File: src/rtl/uart_wk_pkg.sv
package uart_wk_pkg;

    localparam int DATA_W = 9;   // widest character
    localparam int RUN_W  = 4;   // ones-run counter width (saturates)
    localparam int BIT_W  = 4;   // data bit index width

    typedef enum logic [1:0] {
        FS_IDLE = 2'd0,
        FS_DATA = 2'd1,
        FS_STOP = 2'd2
    } frame_state_e;

    typedef struct packed {
        logic [DATA_W-1:0] data;
        logic              noise;
        logic              ferr;
    } frame_t;

    typedef struct packed {
        logic rdrf;
        logic idle;
        logic ovr;
        logic noise;
        logic ferr;
    } rx_flags_t;

    function automatic logic [RUN_W-1:0] frame_len(input logic nine);
        return nine ? RUN_W'(11) : RUN_W'(10);
    endfunction

    function automatic logic [BIT_W-1:0] data_bits(input logic nine);
        return nine ? BIT_W'(9) : BIT_W'(8);
    endfunction

endpackage

File: src/rtl/uart_wk_vote.sv
module uart_wk_vote #(
    parameter int N = 3
) (
    input  logic [N-1:0] smp,
    output logic         bit_val,
    output logic         noisy
);
    always_comb begin
        bit_val = ($countones(smp) > (N / 2));
        noisy   = (smp != '0) && (smp != '1);
    end
endmodule

File: src/rtl/uart_wk_framer.sv
module uart_wk_framer
    import uart_wk_pkg::*;
(
    input  logic   clk,
    input  logic   rst,
    input  logic   en,
    input  logic   word9,
    input  logic   tick,
    input  logic   bit_val,
    input  logic   noisy,
    output frame_t frame_q,
    output logic   done_q
);
    frame_state_e      state_q;
    logic [BIT_W-1:0]  idx_q;
    logic [DATA_W-1:0] shreg_q;
    logic              noise_acc_q;
    logic [BIT_W-1:0]  last_idx;

    assign last_idx = data_bits(word9) - BIT_W'(1);

    always_ff @(posedge clk) begin
        if (rst || !en) begin
            state_q     <= FS_IDLE;
            idx_q       <= '0;
            shreg_q     <= '0;
            noise_acc_q <= 1'b0;
            done_q      <= 1'b0;
            frame_q     <= '0;
        end else begin
            done_q <= 1'b0;
            if (tick) begin
                case (state_q)
                    FS_IDLE: if (!bit_val) begin
                        state_q     <= FS_DATA;
                        idx_q       <= '0;
                        shreg_q     <= '0;
                        noise_acc_q <= noisy;
                    end
                    FS_DATA: begin
                        shreg_q[idx_q] <= bit_val;
                        noise_acc_q    <= noise_acc_q | noisy;
                        if (idx_q == last_idx) state_q <= FS_STOP;
                        else                   idx_q   <= idx_q + BIT_W'(1);
                    end
                    default: begin
                        frame_q.data  <= shreg_q;
                        frame_q.noise <= noise_acc_q | noisy;
                        frame_q.ferr  <= !bit_val;
                        done_q        <= 1'b1;
                        state_q       <= FS_IDLE;
                    end
                endcase
            end
        end
    end

    // a frame lasts at least ten bit times, so completion is a lone pulse
    assert_done_single_R1: assert property (@(posedge clk) disable iff (rst)
        done_q |=> !done_q);
endmodule

File: src/rtl/uart_wk_wake.sv
module uart_wk_wake
    import uart_wk_pkg::*;
(
    input  logic clk,
    input  logic rst,
    input  logic en,
    input  logic word9,
    input  logic wake_addr,
    input  logic tick,
    input  logic bit_val,
    input  logic sleep_we,
    input  logic sleep_wd,
    input  logic char_done,
    input  logic addr_bit,
    output logic sleep_q,
    output logic run_full,
    output logic line_idle
);
    logic [RUN_W-1:0] run_q;
    logic [RUN_W-1:0] flen;
    logic             set_ok;

    always_comb begin
        flen      = frame_len(word9);
        line_idle = (run_q >= flen);
        run_full  = en && tick && bit_val && (run_q == flen - RUN_W'(1));
        set_ok    = sleep_we && sleep_wd && (wake_addr || !line_idle);
    end

    always_ff @(posedge clk) begin
        if (rst || !en) begin
            run_q <= '0;
        end else if (set_ok) begin
            run_q <= '0;
        end else if (tick) begin
            if (!bit_val)        run_q <= '0;
            else if (run_q != '1) run_q <= run_q + RUN_W'(1);
        end
    end

    always_ff @(posedge clk) begin
        if (rst) begin
            sleep_q <= 1'b0;
        end else if (sleep_we) begin
            if (!sleep_wd)   sleep_q <= 1'b0;
            else if (set_ok) sleep_q <= 1'b1;
        end else if (sleep_q && !wake_addr && run_full) begin
            sleep_q <= 1'b0;
        end else if (sleep_q && wake_addr && char_done && addr_bit) begin
            sleep_q <= 1'b0;
        end
    end

    assert_idle_write_ignored_R7: assert property (@(posedge clk) disable iff (rst)
        (sleep_we && sleep_wd && !wake_addr && !sleep_q && line_idle) |=> !sleep_q);
endmodule

File: src/rtl/uart_wk_rx.sv
module uart_wk_rx
    import uart_wk_pkg::*;
#(
    parameter int SAMPLES = 3
) (
    input  logic              clk,
    input  logic              rst,
    input  logic              rx_en,
    input  logic              word9,
    input  logic              wake_addr,
    input  logic              bit_tick,
    input  logic [SAMPLES-1:0] rx_smp,
    input  logic              sleep_we,
    input  logic              sleep_wd,
    input  logic              flag_clr,
    output logic [DATA_W-1:0] rx_data,
    output logic              flag_rdrf,
    output logic              flag_idle,
    output logic              flag_ovr,
    output logic              flag_noise,
    output logic              flag_ferr,
    output logic              sleep
);
    logic      bit_val, noisy, done, addr_bit, run_full, line_idle, accept;
    frame_t    frame;
    rx_flags_t flags_q, flags_d;
    logic [DATA_W-1:0] data_d;
    logic      armed_q, armed_d;

    uart_wk_vote #(.N(SAMPLES)) u_vote (
        .smp(rx_smp), .bit_val(bit_val), .noisy(noisy)
    );

    uart_wk_framer u_framer (
        .clk(clk), .rst(rst), .en(rx_en), .word9(word9), .tick(bit_tick),
        .bit_val(bit_val), .noisy(noisy), .frame_q(frame), .done_q(done)
    );

    assign addr_bit = word9 ? frame.data[DATA_W-1] : frame.data[DATA_W-2];

    uart_wk_wake u_wake (
        .clk(clk), .rst(rst), .en(rx_en), .word9(word9), .wake_addr(wake_addr),
        .tick(bit_tick), .bit_val(bit_val), .sleep_we(sleep_we),
        .sleep_wd(sleep_wd), .char_done(done), .addr_bit(addr_bit),
        .sleep_q(sleep), .run_full(run_full), .line_idle(line_idle)
    );

    assign accept = done && (!sleep || (wake_addr && addr_bit));

    always_comb begin
        flags_d = flags_q;
        data_d  = rx_data;
        armed_d = armed_q;
        if (flag_clr) flags_d = '0;
        if (bit_tick && !bit_val) armed_d = 1'b1;
        if (run_full) armed_d = 1'b0;
        if (accept) begin
            if (flags_q.rdrf) begin
                flags_d.ovr = 1'b1;
            end else begin
                data_d        = frame.data;
                flags_d.rdrf  = 1'b1;
                flags_d.noise = frame.noise;
                flags_d.ferr  = frame.ferr;
            end
        end
        if (run_full && armed_q && !sleep) flags_d.idle = 1'b1;
        if (!rx_en) begin
            flags_d = '0;
            armed_d = 1'b0;
        end
    end

    always_ff @(posedge clk) begin
        if (rst) begin
            flags_q <= '0;
            rx_data <= '0;
            armed_q <= 1'b0;
        end else begin
            flags_q <= flags_d;
            rx_data <= data_d;
            armed_q <= armed_d;
        end
    end

    assign flag_rdrf  = flags_q.rdrf;
    assign flag_idle  = flags_q.idle;
    assign flag_ovr   = flags_q.ovr;
    assign flag_noise = flags_q.noise;
    assign flag_ferr  = flags_q.ferr;

    assert_disabled_quiet_R3: assert property (@(posedge clk) disable iff (rst)
        !rx_en |=> (flags_q == '0));

    assert_asleep_no_rise_R4: assert property (@(posedge clk) disable iff (rst)
        (sleep && !(done && wake_addr && addr_bit)) |=>
            ((flags_q & ~$past(flags_q)) == '0));

    assert_sleep_set_keeps_R5: assert property (@(posedge clk) disable iff (rst)
        (sleep_we && sleep_wd && rx_en && !flag_clr && !done && !run_full) |=>
            ((flags_q & $past(flags_q)) == $past(flags_q)));

    assert_overrun_keeps_data_R9: assert property (@(posedge clk) disable iff (rst)
        (accept && flags_q.rdrf && rx_en && !flag_clr) |=>
            (flags_q.ovr && $stable(rx_data)));
endmodule

File: config.mk
export PLATFORM = sky130hd
export DESIGN_NAME = uart_wk_rx
export DESIGN_NICKNAME = d
export VERILOG_FILES = /design/src/rtl/uart_wk_pkg.sv /design/src/rtl/uart_wk_vote.sv /design/src/rtl/uart_wk_framer.sv /design/src/rtl/uart_wk_wake.sv /design/src/rtl/uart_wk_rx.sv
export SDC_FILE = /design/constraint.sdc
export NUM_CORES = 1
export LEC_CHECK = 0
export ABC_CLOCK_PERIOD_IN_PS = 2300
export BUFFER_PORTS_ARGS = -buffer_cell sky130_fd_sc_hd__buf_2
export CAP_MARGIN = 40
export CORE_UTILIZATION = 54
export DETAILED_ROUTE_END_ITERATION = 7
export PLACE_DENSITY_LB_ADDON = 0.05
export SETUP_SLACK_MARGIN = 0.5
export SLEW_MARGIN = 20
export SYNTH_ARGS = -nofsm -noshare
export SYNTH_HDL_FRONTEND = slang
export SYNTH_SLANG_ARGS = --single-unit
File: constraint.sdc
create_clock -name clk -period 2.3 [get_ports clk]
set_input_delay 0.46 -clock clk [delete_from_list [all_inputs] [get_ports clk]]
set_output_delay 0.46 -clock clk [all_outputs]
set_load 0.01 [all_outputs]
==> results.sh <==
export IMPL_run_status="finished, final reports clean"
export IMPL_drive_above_1_share=0.1469
export IMPL_portBuffers=26
export IMPL_skew_pair_late_insertion_delay_ps=300
export IMPL_core_area_um2=3771
export IMPL_io_pins=27
export IMPL_timing_hold_worst_class="flip-flop to flip-flop"
export IMPL_dpl_hpwl_mm=3.203
export IMPL_ir_worst_vdd_mv=0.3037
export IMPL_grt_first_pass_wirelength_mm=7.590
export IMPL_start_util=0.5803
export IMPL_finalWirelength_mm=4.455
export IMPL_timing_reg2reg_setup_slack_ps=590
export IMPL_slowest_stage="sky130_fd_sc_hd__or4_1"
export IMPL_routabilityCongestion=0.8495
export IMPL_timing_critical_path_to_type="flip-flop"
export IMPL_num_vias=1854
export IMPL_rel_slew_slack=0.5137
export IMPL_synthDistinctLibCells=39
export IMPL_syn_nets=280
export IMPL_wire_per_inst_um=13.34
export IMPL_max_freq_ghz=0.5838
export IMPL_share_of_the_cycle_needed_by_the_critical_path_after_routing=0.7448
export IMPL_clock_sink_count=48
export IMPL_crit_arrival_ps=1910
export IMPL_multi_input_comb_area_um2=1129
export IMPL_synth_yosys_seq_area_share=0.4391
export IMPL_reg2regPathDepth=6
export IMPL_gr_ovfl_total=0
export IMPL_startpoint_type_of_the_worst_setup_path="flip-flop"
export IMPL_groute_layer_met3_usage=0.05208
export IMPL_die_h_um=65.66
export IMPL_synth_seq_cells=48
export IMPL_use_met1=0.3225
export IMPL_power_leakage_nw=0.9661
export IMPL_postCtsHoldBufs=0
export IMPL_die_area_um2=4311
export IMPL_cts_tree="built"
export IMPL_cts_reportedPaths_clkPinSlew_ps=90
export IMPL_grt_util_met2=0.3418
export IMPL_via_per_inst=5.551
export IMPL_antenna_violating_nets_post_route=0
export IMPL_timing_final_crit_period_ps=1713
export IMPL_crit_reg2reg_launch="u_wake.run_q[0]"
export IMPL_timing_final_hold_violations=0
export IMPL_worst_setup_path_startpoint="u_wake.run_q[0]"
export IMPL_grt_start_max_net_pins=27
export IMPL_power_per_cell_area_nw_per_um2=630.6
export IMPL_cp_required_ps=2500
export IMPL_seqCellArea_um2=962.2
export IMPL_synth_warning_count=0
export IMPL_hold_path_depth=2
export IMPL_slowest_delay_ps=470
export IMPL_criticalPathCategory="flip-flop to flip-flop"
export IMPL_timing_final_setup_violations=0
export IMPL_timing_max_cap_violations=0
export IMPL_layout_common_cells="sky130_fd_sc_hd__dfxtp_1 (47), sky130_fd_sc_hd__a21oi_1 (37), sky130_fd_sc_hd__nand2_1 (34)"
export IMPL_cts_htree_levels=2
export IMPL_syn_to_final_growth_pct=12.92
export IMPL_clock_tree_root_cell="sky130_fd_sc_hd__clkbuf_8"
export IMPL_dieWidth_um=65.66
export IMPL_cts_root_to_sink_buffers=2
export IMPL_first_global_vias=1636
export IMPL_grt_most_used_layer="met2"
export IMPL_timing_max_transition_violations_final=0
export IMPL_drtIter0Drc=131
export IMPL_avgSynthCellArea_um2=8.417
export IMPL_max_slew_worst_pin_slew_ps=729.4
export IMPL_groute_usage_overall=0.2277
export IMPL_first_pass_iters=4
export IMPL_mostFrequentLayoutCell="sky130_fd_sc_hd__dfxtp_1"
export IMPL_worstPathMaxFanout=3
export IMPL_layout_filler_cells=333
export IMPL_timing_critical_path_cells="inv_1 -> ha_1 -> and4bb_1 -> nand2_1 -> or4_1 -> o211a_1"
export IMPL_drt_drc_violations_left=0
export IMPL_synth_cells=260
export IMPL_antenna_found_initial=0
export IMPL_finish_net_count=305
export IMPL_rsz0062_at_grt="no"
export IMPL_syn_area_um2=2188
export IMPL_cts_buffers_inserted=5
export IMPL_fin_tns_setup_ps=0
export IMPL_worstHoldEndpoint="u_framer.frame_q[7]"
export IMPL_hold_path_startpoint="u_framer.shreg_q[5]"
export IMPL_std_cell_rows=22
export IMPL_regToRegEndpoint="u_wake.sleep_q"
export IMPL_n_antenna_cell=0
export IMPL_finalHoldWorstSlack_ps=455.7
export IMPL_skew_ps=3.709
-- kinds of logic (layout without fill, tap and decap cells) --
family	Yosys count	after routing	synth area share
flip-flops	48	48	0.4391
adder cells (fa/ha/maj)	8	8	0.04574
AO/OA/AOI/OAI	73	73	0.1973
multiplexers	14	14	0.06403
XOR/XNOR	1	1	0.004003
AND/OR/NAND/NOR	92	92	0.2047
buffers and inverters	24	50	0.04516
-- per-layer routing --
| layer | routed length, um | part of all wire |
|---|---|---|
| met1 | 2337 | 0.52 |
| met2 | 1911 | 0.43 |
| met3 | 156 | 0.035 |
| met4 | 50 | 0.011 |
| met5 | 0 | 0 |
-- cell usage after synthesis (all sizes together) --
cell type,instances,area [um2]
dfxtp,48,960.9
a21oi,38,201.5
nand2,34,127.6
o21ai,18,93.84
nor2,17,63.81
mux2i,14,140.1
nand3,14,70.07
inv,12,45.04
clkbuf,9,33.78
ha,8,100.1
nand2b,5,31.28
nor2b,4,25.02
nor3,4,25.02
a22oi,3,22.52
a31oi,3,18.77
and3,3,18.77
buf,3,20.01
or4,3,22.52
a2111oi,2,17.52
a21o,2,15.01
a32o,2,20.02
nand3b,2,15.01
nor3b,2,15.01
a21boi,1,7.510
a32oi,1,8.760
and2,1,6.260
and4bb,1,12.51
nand4,1,6.260
o2111ai,1,8.760
o211a,1,10.01
o211ai,1,7.510
or3b,1,8.760
xnor2,1,8.760
-- report_power, final --
part           switching [W]  internal, W
clock               0.000292     0.000328
sequential        0.00000388     0.000835
combinational      0.0000648    0.0000353
total               0.000361      0.00120
-- cell type report --
cell class,instances,share of cell area
Multi-Input combinational cell,188,0.4567
Timing Repair Buffer,30,0.06481
Inverter,12,0.01823
Clock inverter,3,0.01873
Sequential cell,48,0.3894
Clock buffer,5,0.02785
Tap cell,48,0.02430
-- worst max path at each step --
stage / end / slack, ps / cells past startpoint
3_3_place_gp: u_framer.idx_q[2] / 360 / 7
6_report: u_wake.sleep_q / 590 / 6
4_1_cts: u_wake.sleep_q / 540 / 6
3_5_place_dp: u_framer.idx_q[0] / 310 / 7
2_1_floorplan: u_framer.idx_q[0] / 510 / 6
5_1_grt: u_wake.sleep_q / 510 / 6
-- critical path, delay by kind of cell, from the launching register on --
| family | cells | cell delay (ps) |
|---|---|---|
| compound gates | 1 | 130 |
| fa+ha+maj | 1 | 280 |
| buf+inv | 1 | 60 |
| flops | 1 | 340 |
| simple gates | 3 | 800 |
-- through the flow --
stage / total power [W] / instance area, um2 / instances / worst slack (ps) / util
2_1_floorplan: 0.0009223 / 2188 / 260 / 514.9 / -
5_1_grt: 0.001619 / 2471 / 334 / 512.1 / 0.6553
3_3_place_gp: 0.0009551 / 2347 / 325 / 363.6 / 0.6224
4_1_cts: 0.001566 / 2462 / 333 / 543.0 / 0.6530
3_5_place_dp: 0.0009563 / 2347 / 325 / 306.5 / 0.6224
6_report: 0.001558 / 2471 / 334 / 587.0 / 0.6553
-- state kept, by name (all words and copies together) (netlist names), 2 cells and up --
signal	count
u_framer.idx_q	4
rx_data	9
u_wake.run_q	4
u_framer.shreg_q	9
u_framer.state_q	2
u_framer.frame_q	11
-- what timing repair did --
item                                    in CTS  in global routing
gates resized for setup                      0                  1
endpoints found under the setup margin       0                  2
buffers inserted                             0                  1
Note: power is estimated with default switching activity, not from simulation.
